`src/rtl/tlb_cache_pkg.sv`:
```
package tlb_cache_pkg;
  localparam int MAX_ENTRIES = 64;
  typedef logic [MAX_ENTRIES-1:0] entry_vec_t;

  // index of the lowest clear bit among the first n bits, 0 if none
  function automatic int lowest_clear(entry_vec_t v, int n);
    int pos;
    pos = 0;
    for (int i = n - 1; i >= 0; i--) begin
      if (!v[i]) pos = i;
    end
    return pos;
  endfunction
endpackage

```
`src/rtl/tlb_cam_match.sv`:
```
module tlb_cam_match #(
  parameter int ENTRIES = 8,
  parameter int VPN_W   = 20
) (
  input  logic [ENTRIES-1:0]       valid,
  input  logic [ENTRIES*VPN_W-1:0] tags,
  input  logic [VPN_W-1:0]         key,
  output logic [ENTRIES-1:0]       match
);
  for (genvar i = 0; i < ENTRIES; i++) begin : g_cmp
    assign match[i] = valid[i] && (tags[i*VPN_W +: VPN_W] == key);
  end
endmodule

```
`src/rtl/tlb_victim_sel.sv`:
```
module tlb_victim_sel
  import tlb_cache_pkg::*;
#(
  parameter int ENTRIES = 8,
  localparam int IDX_W  = (ENTRIES > 1) ? $clog2(ENTRIES) : 1
) (
  input  logic               clk,
  input  logic               rst_n,
  input  logic               flush,
  input  logic               fill_go,
  input  logic [ENTRIES-1:0] valid,
  input  logic [ENTRIES-1:0] fill_match,
  output logic [IDX_W-1:0]   wr_idx,
  output logic [ENTRIES-1:0] wr_vec,
  output logic               use_ptr
);
  logic [IDX_W-1:0] ptr_q;
  entry_vec_t       valid_ext;
  entry_vec_t       match_ext;
  logic             any_match;
  logic             any_free;

  always_comb begin
    valid_ext = '0;
    match_ext = '0;
    valid_ext[ENTRIES-1:0] = valid;
    match_ext[ENTRIES-1:0] = fill_match;
  end

  assign any_match = |fill_match;
  assign any_free  = ~&valid;
  assign use_ptr   = !any_match && !any_free;

  always_comb begin
    if (any_match)     wr_idx = IDX_W'(lowest_clear(~match_ext, ENTRIES));
    else if (any_free) wr_idx = IDX_W'(lowest_clear(valid_ext, ENTRIES));
    else               wr_idx = ptr_q;
  end

  always_comb begin
    wr_vec = '0;
    if (fill_go) wr_vec[wr_idx] = 1'b1;
  end

  always_ff @(posedge clk) begin
    if (!rst_n || flush) begin
      ptr_q <= '0;
    end else if (fill_go && use_ptr) begin
      ptr_q <= (ptr_q == IDX_W'(ENTRIES - 1)) ? '0 : ptr_q + 1'b1;
    end
  end
endmodule

```
`src/rtl/tlb_entry_store.sv`:
```
module tlb_entry_store #(
  parameter int ENTRIES = 8,
  parameter int VPN_W   = 20,
  parameter int PPN_W   = 20,
  parameter int RGT_W   = 2
) (
  input  logic                     clk,
  input  logic                     rst_n,
  input  logic                     flush,
  input  logic [ENTRIES-1:0]       wr_vec,
  input  logic [VPN_W-1:0]         wr_vpn,
  input  logic [PPN_W-1:0]         wr_ppn,
  input  logic [RGT_W-1:0]         wr_rgt,
  output logic [ENTRIES-1:0]       valid,
  output logic [ENTRIES*VPN_W-1:0] tags,
  output logic [ENTRIES*PPN_W-1:0] ppns,
  output logic [ENTRIES*RGT_W-1:0] rgts
);
  for (genvar i = 0; i < ENTRIES; i++) begin : g_slot
    always_ff @(posedge clk) begin
      if (!rst_n || flush) begin
        valid[i] <= 1'b0;
      end else if (wr_vec[i]) begin
        valid[i] <= 1'b1;
      end
    end

    always_ff @(posedge clk) begin
      if (!rst_n) begin
        tags[i*VPN_W +: VPN_W] <= '0;
        ppns[i*PPN_W +: PPN_W] <= '0;
        rgts[i*RGT_W +: RGT_W] <= '0;
      end else if (wr_vec[i]) begin
        tags[i*VPN_W +: VPN_W] <= wr_vpn;
        ppns[i*PPN_W +: PPN_W] <= wr_ppn;
        rgts[i*RGT_W +: RGT_W] <= wr_rgt;
      end
    end
  end
endmodule

```
`src/rtl/tlb_cache.sv`:
```
module tlb_cache #(
  parameter int ENTRIES = 8,
  parameter int VPN_W   = 20,
  parameter int PPN_W   = 20,
  parameter int RGT_W   = 2,
  localparam int IDX_W  = (ENTRIES > 1) ? $clog2(ENTRIES) : 1
) (
  input  logic             clk,
  input  logic             rst_n,
  input  logic             user_mode,
  input  logic [VPN_W-1:0] lkp_vpn,
  output logic             lkp_hit,
  output logic [PPN_W-1:0] lkp_ppn,
  output logic [RGT_W-1:0] lkp_rgt,
  input  logic             fill_en,
  input  logic [VPN_W-1:0] fill_vpn,
  input  logic [PPN_W-1:0] fill_ppn,
  input  logic [RGT_W-1:0] fill_rgt
);
  logic                     mode_q;
  logic                     flush_w;
  logic                     fill_go_w;
  logic [ENTRIES-1:0]       valid_w;
  logic [ENTRIES*VPN_W-1:0] tags_w;
  logic [ENTRIES*PPN_W-1:0] ppns_w;
  logic [ENTRIES*RGT_W-1:0] rgts_w;
  logic [ENTRIES-1:0]       lkp_match_w;
  logic [ENTRIES-1:0]       fill_match_w;
  logic [ENTRIES-1:0]       wr_vec_w;
  logic [IDX_W-1:0]         wr_idx_w;
  logic                     use_ptr_w;

  always_ff @(posedge clk) begin
    if (!rst_n) mode_q <= 1'b0;
    else        mode_q <= user_mode;
  end

  assign flush_w   = user_mode && !mode_q;
  assign fill_go_w = fill_en && !flush_w;

  tlb_entry_store #(
    .ENTRIES(ENTRIES), .VPN_W(VPN_W), .PPN_W(PPN_W), .RGT_W(RGT_W)
  ) u_store (
    .clk(clk), .rst_n(rst_n), .flush(flush_w), .wr_vec(wr_vec_w),
    .wr_vpn(fill_vpn), .wr_ppn(fill_ppn), .wr_rgt(fill_rgt),
    .valid(valid_w), .tags(tags_w), .ppns(ppns_w), .rgts(rgts_w)
  );

  tlb_cam_match #(.ENTRIES(ENTRIES), .VPN_W(VPN_W)) u_lkp_cam (
    .valid(valid_w), .tags(tags_w), .key(lkp_vpn), .match(lkp_match_w)
  );

  tlb_cam_match #(.ENTRIES(ENTRIES), .VPN_W(VPN_W)) u_fill_cam (
    .valid(valid_w), .tags(tags_w), .key(fill_vpn), .match(fill_match_w)
  );

  tlb_victim_sel #(.ENTRIES(ENTRIES)) u_victim (
    .clk(clk), .rst_n(rst_n), .flush(flush_w), .fill_go(fill_go_w),
    .valid(valid_w), .fill_match(fill_match_w),
    .wr_idx(wr_idx_w), .wr_vec(wr_vec_w), .use_ptr(use_ptr_w)
  );

  // read-out: OR of the matching slots, zero when nothing matches
  always_comb begin
    lkp_ppn = '0;
    lkp_rgt = '0;
    for (int i = 0; i < ENTRIES; i++) begin
      if (lkp_match_w[i]) begin
        lkp_ppn |= ppns_w[i*PPN_W +: PPN_W];
        lkp_rgt |= rgts_w[i*RGT_W +: RGT_W];
      end
    end
  end

  assign lkp_hit = |lkp_match_w;
endmodule

```
`config.mk`:
```
export PLATFORM = sky130hd
export DESIGN_NAME = tlb_cache
export DESIGN_NICKNAME = d
export VERILOG_FILES = /design/src/rtl/tlb_cache_pkg.sv /design/src/rtl/tlb_cam_match.sv /design/src/rtl/tlb_victim_sel.sv /design/src/rtl/tlb_entry_store.sv /design/src/rtl/tlb_cache.sv
export SDC_FILE = /design/constraint.sdc
export NUM_CORES = 1
export LEC_CHECK = 0
export ABC_AREA = 1
export BUFFER_PORTS_ARGS = -buffer_cell sky130_fd_sc_hd__buf_2
export CORE_UTILIZATION = 24
export DETAILED_ROUTE_END_ITERATION = 10
export PLACE_DENSITY = 0.44
export SETUP_SLACK_MARGIN = 0.3
export SYNTH_ARGS = -nofsm -noshare
export SYNTH_HDL_FRONTEND = slang
export SYNTH_SLANG_ARGS = --single-unit
```
`constraint.sdc`:
```
create_clock -name clk -period 3.45 [get_ports clk]
set_input_delay 0.1725 -clock clk [delete_from_list [all_inputs] [get_ports clk]]
set_output_delay 0.1725 -clock clk [all_outputs]
set_load 0.05 [all_outputs]
```
Word-level counts from Yosys, hierarchy flattened --
Cells that the tools add are included.
Word-level totals: register bits 348, input bits 66, output and inout bits 23
Operators by class: $add $sub $neg 1, magnitude comparators 2, equal/unequal tests 17, mux-type cells 38, bitwise operators 15, reduce and logical (&&, ||, !) cells 29
Operators by type and width (count):
- 20-bit == test | 16
- 20-bit two-way mux | 8
- 20-bit OR | 7
- 3-bit two-way mux | 19
- 1-bit logical AND | 21
- 2-bit two-way mux | 8
- 8-bit OR reduction | 2
- 2-bit OR | 7
- 8-bit two-way mux | 1
- 8-bit inverter | 1
- 8-bit AND reduction | 1
- 1-bit logical NOT | 4
- 3-bit by 4-bit less-than comparator with 1-bit output, second input constant | 1
- 3-bit by 1-bit adder with 3-bit output, second input constant | 1
- 1-bit demux with 3-bit select | 1
- 3-bit == test, second input constant | 1
- 3-bit by 1-bit >= comparator with 1-bit output, second input constant | 1
- 1-bit logical OR | 1
- 1-bit two-way mux | 1

Depth between registers and ports, before layout --
Gate-level depths: netlist (run 1).
depth in word-level cells 17, mapped depth 23, gate-level depth less buffers 19

Modules after synthesis --
A second synthesis (run 1) with hierarchy kept.
Second synthesis, totals: cells, all modules 3668, area total of the unflattened synthesis 20754.9 µm²
By module, submodules not included:
- tlb_entry_store | instances 1, cells an instance 1857, area each 13116.3 µm²
- tlb_cam_match | instances 2, cells an instance 683, area each 2836.5 µm²
- tlb_cache | instances 1, cells an instance 358, area each 1482.7 µm²
- tlb_victim_sel | instances 1, cells an instance 87, area each 483.0 µm²

Least setup slack after synthesis (run 1) --
No wires, ideal clock.
kind input port to output port, from input port lkp_vpn[7], to output port lkp_ppn[2], data arrival time 2.077 ns, setup slack 1.200 ns, cell stages on the path 14, path buffers 2, cells stage by stage clkbuf_1 -> clkinv_1 -> nand2_1 -> o21ai_0 -> nor2_1 -> nand2_1 -> nor4_1 -> nand3_1 -> inv_1 -> clkbuf_1 -> nand2_1 -> o21ai_0 -> nor2_1 -> nand2_1
Between the ends: word-level cells in the longest chain between the ends 17, elaborated cells between the ends (all ways) 31, those cells by class eq/ne (8); mux (8); bitwise (7); reduce/logical (8)
RTL lines:
- start, declared | line tlb_cache.sv:11 | input logic [VPN_W-1:0] lkp_vpn,
- 20-bit == test | line tlb_cam_match.sv:11 | assign match[i] = valid[i] && (tags[i*VPN_W +: VPN_W] == key);
- 1-bit logical AND | line tlb_cam_match.sv:11
- 20-bit two-way mux | line tlb_cache.sv:68 | if (lkp_match_w[i]) begin
- 20-bit OR | line tlb_cache.sv:69 | lkp_ppn |= ppns_w[i*PPN_W +: PPN_W];
- 20-bit two-way mux | line tlb_cache.sv:68
- 20-bit OR | line tlb_cache.sv:69
- 20-bit two-way mux | line tlb_cache.sv:68
- 20-bit OR | line tlb_cache.sv:69
- 20-bit two-way mux | line tlb_cache.sv:68
- 20-bit OR | line tlb_cache.sv:69
- 20-bit two-way mux | line tlb_cache.sv:68
- 20-bit OR | line tlb_cache.sv:69
- 20-bit two-way mux | line tlb_cache.sv:68
- 20-bit OR | line tlb_cache.sv:69
- 20-bit two-way mux | line tlb_cache.sv:68
- 20-bit OR | line tlb_cache.sv:69
- 20-bit two-way mux (*) | line tlb_cache.sv:68
- end, declared | line tlb_cache.sv:13 | output logic [PPN_W-1:0] lkp_ppn,
Mark *: on every way between the ends. The rest lies on a longest branch, timed or not.

Final worst setup path (run 1) --
from register u_store.tags[55], to output port lkp_ppn[12]
Between the ends: word-level cells in the longest chain between the ends 13
RTL lines:
- start, declared | line tlb_entry_store.sv:15 | output logic [ENTRIES*VPN_W-1:0] tags,
- start signal, assigned by index | line tlb_entry_store.sv:34 | tags[i*VPN_W +: VPN_W] <= wr_vpn;
- 20-bit == test (*) | line tlb_cam_match.sv:11
- 1-bit logical AND (*) | line tlb_cam_match.sv:11
- 20-bit two-way mux (*) | line tlb_cache.sv:68
- 20-bit OR | line tlb_cache.sv:69
- 20-bit two-way mux (*) | line tlb_cache.sv:68
- 20-bit OR | line tlb_cache.sv:69
- 20-bit two-way mux (*) | line tlb_cache.sv:68
- 20-bit OR | line tlb_cache.sv:69
- 20-bit two-way mux (*) | line tlb_cache.sv:68
- 20-bit OR | line tlb_cache.sv:69
- 20-bit two-way mux (*) | line tlb_cache.sv:68
- 20-bit OR | line tlb_cache.sv:69
- 20-bit two-way mux (*) | line tlb_cache.sv:68
Marks and branches as above.

==> flow_summary.toml, run 1 <==
[yosys]
ys_ff_latch = 348
ys.warnings.count = 0
synthArstFlopShare_pct = 0
synthFlopType = "dfxtp_1"
synth_commonest_cells = "nand2_1, nor2_1, dfxtp_1, inv_1, nand3_1"
syn_area_per_cell_um2 = 5.94
synth_top_area_cell = "dfxtp_1"
syn_area_mm2 = 0.0210
synth_edf_count = 0
synth_most_common_cell = "nand2_1"
synth_top_area_share_pct = 33.2
yosysSeqAreaShare_pct = 33.2
synth_cells = 3536
ys_types = 47
yosys-top-cells-area = "dfxtp_1, nand2_1, nor2_1"
synth.net_count = 3604

[grt]
grt_pass1_wl_um = 154000
grt_pass1_vias = 21830
grt_antenna_before_repair = 2
grt_max_degree = 153
grt-ovfl-total = 0
grt_usage_pct = 23.3

[floorplanning]
rows = 108
core_mm2 = 0.0868
io-pin-count = 89
start_util_pct = 24.2
dieArea_mm2 = 0.0887
die_h_um = 298
fp.dieW_um = 298

[worst_hold_path]
holdPathEnd = "u_store.tags[138]"
hold_depth = 3
min_from = "fill_vpn[18]"
worstHoldPathType = "in -> reg"

[timing]
rsz0062_at_grt = "no"
finalMaxSlewViolations = 0
tns_ps = 0
post-route-period-util_pct = 88.9
skew_ps = 28.2
finalHoldViolCount = 0
max_freq_mhz = 326
period_needed_ps = 3070
slew-limit-headroom_pct = 28.4
setup_viol = 0
worst_pin_slew_ps = 1070

[cells_and_area]
area_delta_synth_final_pct = 20.1
layout-drive-gt1-share_pct = 9.48
nets = 3685
fin_util_pct = 29.1
antenna_cells = 0

[detailed_routing]
dr.max_layer_used = "met5"
vias = 23408
met2_length_um = 45900
drt_iter0_drc = 2666
drtPass1Iterations = 7
drc = 0
routed_wl_um = 106000
wl_met1_um = 47100
dr_wl_met3_um = 8570
vias_per_cell = 4.87
wl_per_cell_um = 22.1
ant_nets = 0

[run]
cap_violations = 0

[cts]
cts_root_buf = "clkbuf_16"
clock_path_buffers = 3
clock_latency_ps = 600
numCtsBuffers = 43
htree_num_levels = 2
cts_sinks = 348
cts.clk_slew.worst_paths_ps = 70
cts_tree = "built"

[setup_path]
r2r_slack_ps = 460
worst_ep_required_time_ps = 3280
cp.arrival_ps = 2900
start_kind = "flip-flop"
crit_fanout = 7
r2r_cells = 13
timing.rr.end = "u_store.ppns[9]"
worst_setup_path_end_kind = "output pin"
r2r_start = "u_store.tags[22]"
crit_type = "reg -> out"

[status]
status = "complete, no violations"

[place]
gp_congestion = 1.03
numPortBuffers = 88
hpwlAfterDp_um = 71600

[power]
powerDensity_mw_per_mm2 = 412
max-vdd-ir-drop_mv = 0.305
leakagePower_nw = 11.0
-- critical path: stages (launching register included) --
cell and delay [ps]:
dfxtp_1 370, inv_1 120, o22ai_1 110, nor4_1 430, nand4_1 290, buf_4 260
clkbuf_16 180, o21ai_0 140, nor2_1 60, nand2_1 80, clkbuf_4 230
-- area by class of cell --
cell class	instances	area, µm²
Sequential cell	348	6970
Clock inverter	13	215
Tap cell	1155	1450
Inverter	348	1320
Timing Repair Buffer	246	2280
Multi-Input combinational cell	2630	11700
Fill cell	9881	61500
Clock buffer	64	1290
-- where the power goes --
| group | total [mW] | internal, mW | leakage (nW) | switching (mW) |
|---|---|---|---|---|
| combinational | 1.29 | 0.371 | 7.46 | 0.921 |
| clock | 4.96 | 2.91 | 0.739 | 2.05 |
| sequential | 4.14 | 4.08 | 2.81 | 0.0602 |
| total | 10.4 | 7.36 | 11.0 | 3.03 |
-- metrics by stage --
stage / instances / hold slack [ps] / cell area, µm² / power, mW / setup slack [ps]
after global routing: 4804 / 59.3 / 25200 / 10.7 / 299
after detailed placement: 4695 / 375 / 23200 / 5.45 / 262
after floorplan: 3536 / 266 / 21000 / 4.91 / 1200
after CTS: 4800 / 0.149 / 25100 / 10.4 / 301
final: 4804 / 34.7 / 25200 / 10.4 / 382
after global placement: 4695 / 371 / 23200 / 5.46 / 260
-- flip-flops by register name (all words and copies together) (netlist names) --
signal          flops
u_store.valid       8
u_store.tags      160
u_store.rgts       16
u_victim.ptr_q      3
mode_q              1
u_store.ppns      160
-- placed cells by master (no fill, tap or decap), types with 44 or more instances in the layout --
cell,n
o22ai_1,100
nand2_1,971
clkbuf_16,44
dfxtp_1,344
nor2_1,893
o21ai_0,114
inv_1,321
buf_4,105
xnor2_1,56
buf_2,64
nand3_1,299
-- logic make-up after synthesis --
kind of cell    share of synthesized area [%]
compound gates                           7.87
xor+xnor                                 3.79
fa+ha+maj                               0.119
buf+inv                                  11.6
flops                                    33.2
simple gates                             43.5
-- worst max path at each step --
stage,start,end,slack [ps],cells past startpoint
after global placement,fill_vpn[6],u_store.tags[67],260,19
after detailed placement,fill_vpn[6],u_store.ppns[72],260,21
after CTS,u_store.tags[17],lkp_ppn[17],300,12
after global routing,u_store.tags[55],lkp_ppn[18],300,10
final,u_store.tags[55],lkp_ppn[12],380,10
after floorplan,lkp_vpn[7],lkp_ppn[2],1200,14
-- metal layers --
layer  vias up  GRT usage (%)
met3       225           3.77
met1     10946           32.1
li1      11183              -
met2      1050           36.1
met4         4           9.12
met5         -              0
-- what timing repair did --
item | 4_1_cts | 5_1_grt
resized for setup | 19 | 30
hold endpoints to repair | 56 | 0
hold buffers | 27 | 0
setup buffers | 0 | 3
pin swaps | 3 | 2
endpoints found under the setup margin | 22 | 76
gates cloned | 1 | 1
No activity file was read; power rests on OpenSTA's default activity.
==> run 2, diff against run 1 <==
--- a/config.mk
+++ b/config.mk
@@ -7,9 +7,11 @@
 export LEC_CHECK = 0
 export ABC_AREA = 1
 export BUFFER_PORTS_ARGS = -buffer_cell sky130_fd_sc_hd__buf_2
+export CELL_PAD_IN_SITES_DETAIL_PLACEMENT = 2
+export CELL_PAD_IN_SITES_GLOBAL_PLACEMENT = 2
 export CORE_UTILIZATION = 24
 export DETAILED_ROUTE_END_ITERATION = 10
-export PLACE_DENSITY = 0.44
+export PLACE_DENSITY = 0.67
 export SETUP_SLACK_MARGIN = 0.3
 export SYNTH_ARGS = -nofsm -noshare
 export SYNTH_HDL_FRONTEND = slang
==> run 2 against run 1 <==
Net effect:
- via count rose by 4.7%
- cell count rose by 0.96%
- cell area rose by 2.2%
- critical path depth rose by 1
- sequential power barely moved
- hold slack got worse by 17 ps
- wire length rose by 12%
- fmax fell by 0.91%
- register-to-register slack got worse by 20 ps
- first-iteration DRC count fell by 35%
- critical path type unchanged
- critical endpoint is now lkp_ppn[10]
- largest cell class unchanged
- largest power group unchanged
==> flow_summary.toml, run 2 (synthesized netlist as in run 1, its figures left out) <==
[detailed_routing]
drtPass1Iterations = 5
routed_wl_um = 119000
wl_per_cell_um = 24.5
drc = 0
vias = 24507
vias_per_cell = 5.05
ant_nets = 0
drt_iter0_drc = 1723

[timing]
max_freq_mhz = 323
setup_ws_ps = 354
rsz0062_at_grt = "no"
post-route-period-util_pct = 89.7
skew_ps = 35.8
finalHoldViolCount = 0
finalMaxSlewViolations = 0
setup_viol = 0
worst_pin_slew_ps = 787
slew-limit-headroom_pct = 47.4
period_needed_ps = 3100

[setup_path]
start_kind = "flip-flop"
worst_ep_required_time_ps = 3280
r2r_slack_ps = 440
critPathMaxStageDelay_ps = 360
timing.rr.end = "u_store.tags[150]"
critical_path.top_delay_family = "simple AND/OR/NAND/NOR gates"
path_buf_inv = 3
crit_type = "reg -> out"
path_cells = "inv_1 > o22ai_1 > nor2_1 > o2111ai_1 > nor4_2 > nand3_2 > buf_12 > o22ai_1 > nor2_1 > nand3_1 > buf_2"
r2r_cells = 19
r2r_start = "u_store.tags[158]"
crit_fanout = 23
cp.arrival_ps = 2920
worst_setup_path_end_kind = "output pin"
cp.depth = 11
cp_slowest_cell = "dfxtp_1"

[cts]
htree_num_levels = 2
clock_path_buffers = 3
clock_latency_ps = 640
cts.clk_slew.worst_paths_ps = 60
cts_sinks = 348
numCtsBuffers = 48
cts_tree = "built"
cts_root_buf = "clkbuf_16"

[status]
status = "complete, no violations"

[power]
max-vdd-ir-drop_mv = 0.365
seqPwrFrac_pct = 38.7
powerDensity_mw_per_mm2 = 414
switching_share_pct = 29.9
leakagePower_nw = 11.3
p_total_mw = 10.7
combPwrFrac_pct = 13.0
p_int_mw = 7.49
power.share.clock_pct = 48.2
power_switching_mw = 3.20

[worst_hold_path]
hold_depth = 3
worstHoldPathType = "in -> reg"
holdPathEnd = "u_store.ppns[56]"
min_from = "rst_n"

[floorplanning]
fp.dieW_um = 298
core_mm2 = 0.0868
start_util_pct = 24.2
dieArea_mm2 = 0.0887
io-pin-count = 89
rows = 108
die_h_um = 298

[place]
dpl_worst_slack_ps = -43.9
gp_congestion = 0.989
hpwlAfterDp_um = 80700
numPortBuffers = 88

[cells_and_area]
reg.largest.list = "u_store.ppns x160, u_store.tags x160, u_store.rgts x16"
layout-drive-gt1-share_pct = 11.3
area_delta_synth_final_pct = 22.8
antenna_cells = 0
final_cell_mix = "nand2_1, nor2_1, dfxtp_1, inv_1, nand3_1"
nets = 3729
final_common_cell = "nand2_1"

[grt]
grt_pass1_vias = 25247
grt_max_degree = 112
grt_usage_pct = 25.8
grt_pass1_wl_um = 171000
grt-ovfl-total = 0
grt_antenna_before_repair = 4

[run]
cap_violations = 0
==> run 2: changes by cell type in the layout (fill, tap and decap cells not counted), moves of 7 or more <==
cell     delta
dfxtp_2    +12
dfxtp_1    -13
buf_4      +19
buf_12      +7
==> run 2: power by group through the flow <==
stage	logic, mW	clock network [mW]	registers (mW)
floorplan	0.705	0	4.20
global placement	1.29	0	4.22
detailed placement	1.31	0	4.23
CTS	1.35	5.28	4.14
global route	1.47	5.44	4.14
finish	1.39	5.16	4.14
==> run 2: through the flow <==
stage	area (µm²)	cells	utilization, %	hold WS, ps	setup TNS (ps)
after floorplan	21000	3536	-	266	0
after global placement	23500	4719	27.0	379	0
after detailed placement	23500	4719	27.0	378	-43.9
after CTS	25500	4838	29.4	2.88	0
after global routing	25800	4850	29.8	32.9	0
final	25800	4850	29.8	17.5	0
==> run 2: worst reg2reg max path: cells and delay by family, from the launching register on <==
| kind | cells | cell delay [ps] |
|---|---|---|
| AND/OR/NAND/NOR | 16 | 2170 |
| flip-flops | 1 | 450 |
| buffers and inverters | 3 | 330 |
==> run 2: worst max path at each step <==
stage	from	end	slack, ps
after global placement	fill_vpn[3]	u_store.tags[73]	40
after detailed placement	fill_vpn[3]	u_store.tags[72]	-40
after floorplan	lkp_vpn[7]	lkp_ppn[2]	1200
final	u_store.tags[121]	lkp_ppn[10]	350
after global routing	u_store.tags[67]	lkp_ppn[18]	300
after CTS	u_store.tags[22]	lkp_ppn[2]	240
==> run 2: metal layers <==
metal	share of wire [%]	up-vias	GRT usage, %	routed length (µm)
li1	-	11260	-	-
met1	44	12336	33.4	52500
met2	46	680	43.0	55000
met3	5.1	229	3.62	6080
met4	4.3	2	10.3	5100
met5	0.011	-	0	13
==> run 2: cell type report <==
cell class | count | area (µm²)
flip-flops and latches | 348 | 6990
clock buffers | 71 | 1420
clock inverters | 13 | 183
fillers | 10747 | 60900
inverters | 348 | 1310
multi-input cells | 2635 | 11900
repair buffers | 280 | 2590
well taps | 1155 | 1450
==> run 2: repair_timing <==
item	CTS	global route
endpoints found under the hold margin	63	0
setup endpoints to repair	72	343
pin swaps	4	13
buffers inserted	3	8
cloned	2	4
hold buffers	30	0
gates resized for setup	25	56
==> run 3, diff against run 2 <==
--- a/config.mk
+++ b/config.mk
@@ -11,7 +11,7 @@
 export CELL_PAD_IN_SITES_GLOBAL_PLACEMENT = 2
 export CORE_UTILIZATION = 24
 export DETAILED_ROUTE_END_ITERATION = 10
-export PLACE_DENSITY = 0.67
+export PLACE_DENSITY = 0.69
 export SETUP_SLACK_MARGIN = 0.3
 export SYNTH_ARGS = -nofsm -noshare
 export SYNTH_HDL_FRONTEND = slang
==> run 3 against run 2 <==
Net effect:
- core utilization rose by 0.24 points
- largest power group unchanged
- register-to-register slack got worse by 150 ps
- clock skew is 13 ps lower
- largest cell class unchanged
==> flow_summary.toml, run 3 (synthesized netlist as in run 1, its figures left out) <==
[status]
status = "complete, no violations"

[setup_path]
crit_fanout = 10
worst_ep_required_time_ps = 4010
r2r_cells = 13
crit_type = "reg -> reg"
worstSetupEndpoint = "u_store.ppns[79]"
crit_start = "u_store.tags[16]"
worst_setup_path_end_kind = "flip-flop"
timing.rr.end = "u_store.ppns[79]"
cp.arrival_ps = 3720
r2r_slack_ps = 290
start_kind = "flip-flop"
r2r_start = "u_store.tags[16]"

[timing]
period_needed_ps = 3160
post-route-period-util_pct = 91.5
max_freq_mhz = 317
finalHoldViolCount = 0
setup_viol = 0
tns_ps = 0
rsz0062_at_grt = "yes"
skew_ps = 23.0
slew-limit-headroom_pct = 49.7
worst_pin_slew_ps = 753
finalMaxSlewViolations = 0

[cells_and_area]
reg.largest.list = "u_store.ppns x160, u_store.tags x160, u_store.rgts x16"
layout-drive-gt1-share_pct = 11.6
final_common_cell = "nand2_1"
final_cell_mix = "nand2_1, nor2_1, dfxtp_1, inv_1, nand3_1"
area_delta_synth_final_pct = 23.8
fin_cells = 4865
nets = 3742
design_area_mm2 = 0.0260

[floorplanning]
rows = 108
die_h_um = 298
dieArea_mm2 = 0.0887
core_mm2 = 0.0868
fp.dieW_um = 298
io-pin-count = 89
start_util_pct = 24.2

[cts]
numCtsBuffers = 47
cts_sinks = 348
cts_tree = "built"
cts.clk_slew.worst_paths_ps = 60
clock_path_buffers = 3
clock_latency_ps = 630
cts_root_buf = "clkbuf_16"
htree_num_levels = 2

[place]
place_inst = 4724
numPortBuffers = 88
gp_congestion = 0.968
placed_area_mm2 = 0.0234
hpwlAfterDp_um = 80700

[power]
max-vdd-ir-drop_mv = 0.337
powerDensity_mw_per_mm2 = 414
leakagePower_nw = 11.3

[grt]
grt_pass1_wl_um = 169000
grt_max_degree = 131
grt-ovfl-total = 0
grt_usage_pct = 25.5
grt_antenna_before_repair = 4
grt_pass1_vias = 25551

[detailed_routing]
vias = 24817
dr_wl_met3_um = 7800
dr.max_layer_used = "met4"
vias_per_cell = 5.10
met2_length_um = 55700
drtPass1Iterations = 5
routed_wl_um = 121000
wl_met1_um = 52500
drt_iter0_drc = 1794
wl_per_cell_um = 24.9
drc = 0
ant_nets = 0

[run]
cap_violations = 0

[worst_hold_path]
worstHoldPathType = "in -> reg"
run 3: changes by cell type in the layout (fill, tap and decap cells not counted), sizes merged, moves of 3 or more:
| cell | before | now |
|---|---|---|
| buf | 245 | 251 |
| bufinv | 2 | 5 |
| diode | 0 | 3 |
| nor2 | 906 | 909 |
| clkbuf | 76 | 71 |
run 3: worst min-delay path by stage:
stage	startpoint	end	slack, ps	cells past startpoint
after floorplan	user_mode	mode_q	270	2
after global placement	user_mode	mode_q	390	3
after detailed placement	user_mode	mode_q	400	3
after CTS	fill_vpn[7]	u_store.tags[127]	30	4
after global routing	fill_vpn[1]	u_store.tags[41]	60	4
final	fill_vpn[1]	u_store.tags[41]	60	4
run 3: power breakdown:
| group | total [mW] | internal, mW | leakage (nW) | switching [mW] |
|---|---|---|---|---|
| Clock | 5.21 | 3.06 | 0.784 | 2.15 |
| Combinational | 1.41 | 0.418 | 7.72 | 0.992 |
| Sequential | 4.14 | 4.08 | 2.82 | 0.0634 |
| Total | 10.8 | 7.56 | 11.3 | 3.21 |
run 3: cell type report:
| type | count | area, µm² |
|---|---|---|
| antenna | 3 | 7.51 |
| clock inverter | 18 | 283 |
| tap | 1155 | 1450 |
| multi-input combinational | 2639 | 11900 |
| inverter | 348 | 1320 |
| clock buffer | 64 | 1320 |
| fill | 10756 | 60700 |
| timing repair buffer | 290 | 2760 |
| sequential | 348 | 6990 |
run 3: layer usage:
metal / vias to the layer above / GRT usage (%)
met5: - / 0
met4: 0 / 9.95
met3: 238 / 3.83
met2: 775 / 42.8
li1: 11303 / -
met1: 12501 / 32.7
run 3: critical path, cell delays in order (launching register included):
cell and delay, ps:
dfxtp_1 420, xor2_1 490, nor2_1 110, nand2_1 90, nor2_1 40, nand3_1 120
nand2_2 130, nor2_2 190, nand3_1 120, nand2_2 200, nand2_1 340, nor2_4 600
nor2_1 80, nor2_1 130
run 3: timing repair:
item / in CTS / in global routing
gates resized for setup: 38 / 61
hold endpoints to repair: 102 / 0
cloned: 1 / 14
buffers inserted: 2 / 8
setup endpoints to repair: 82 / 313
hold buffers: 31 / 0
pin swaps: 5 / 17
run 3: per-stage QoR:
step	util (%)	hold WS [ps]	setup WS (ps)	power [mW]
final	30.0	64.4	294	10.8
after global routing	30.0	59.3	255	11.1
after CTS	29.4	28.1	223	10.8
after detailed placement	27.0	397	98.2	5.54
after global placement	27.0	388	159	5.52
after floorplan	-	266	1200	4.91
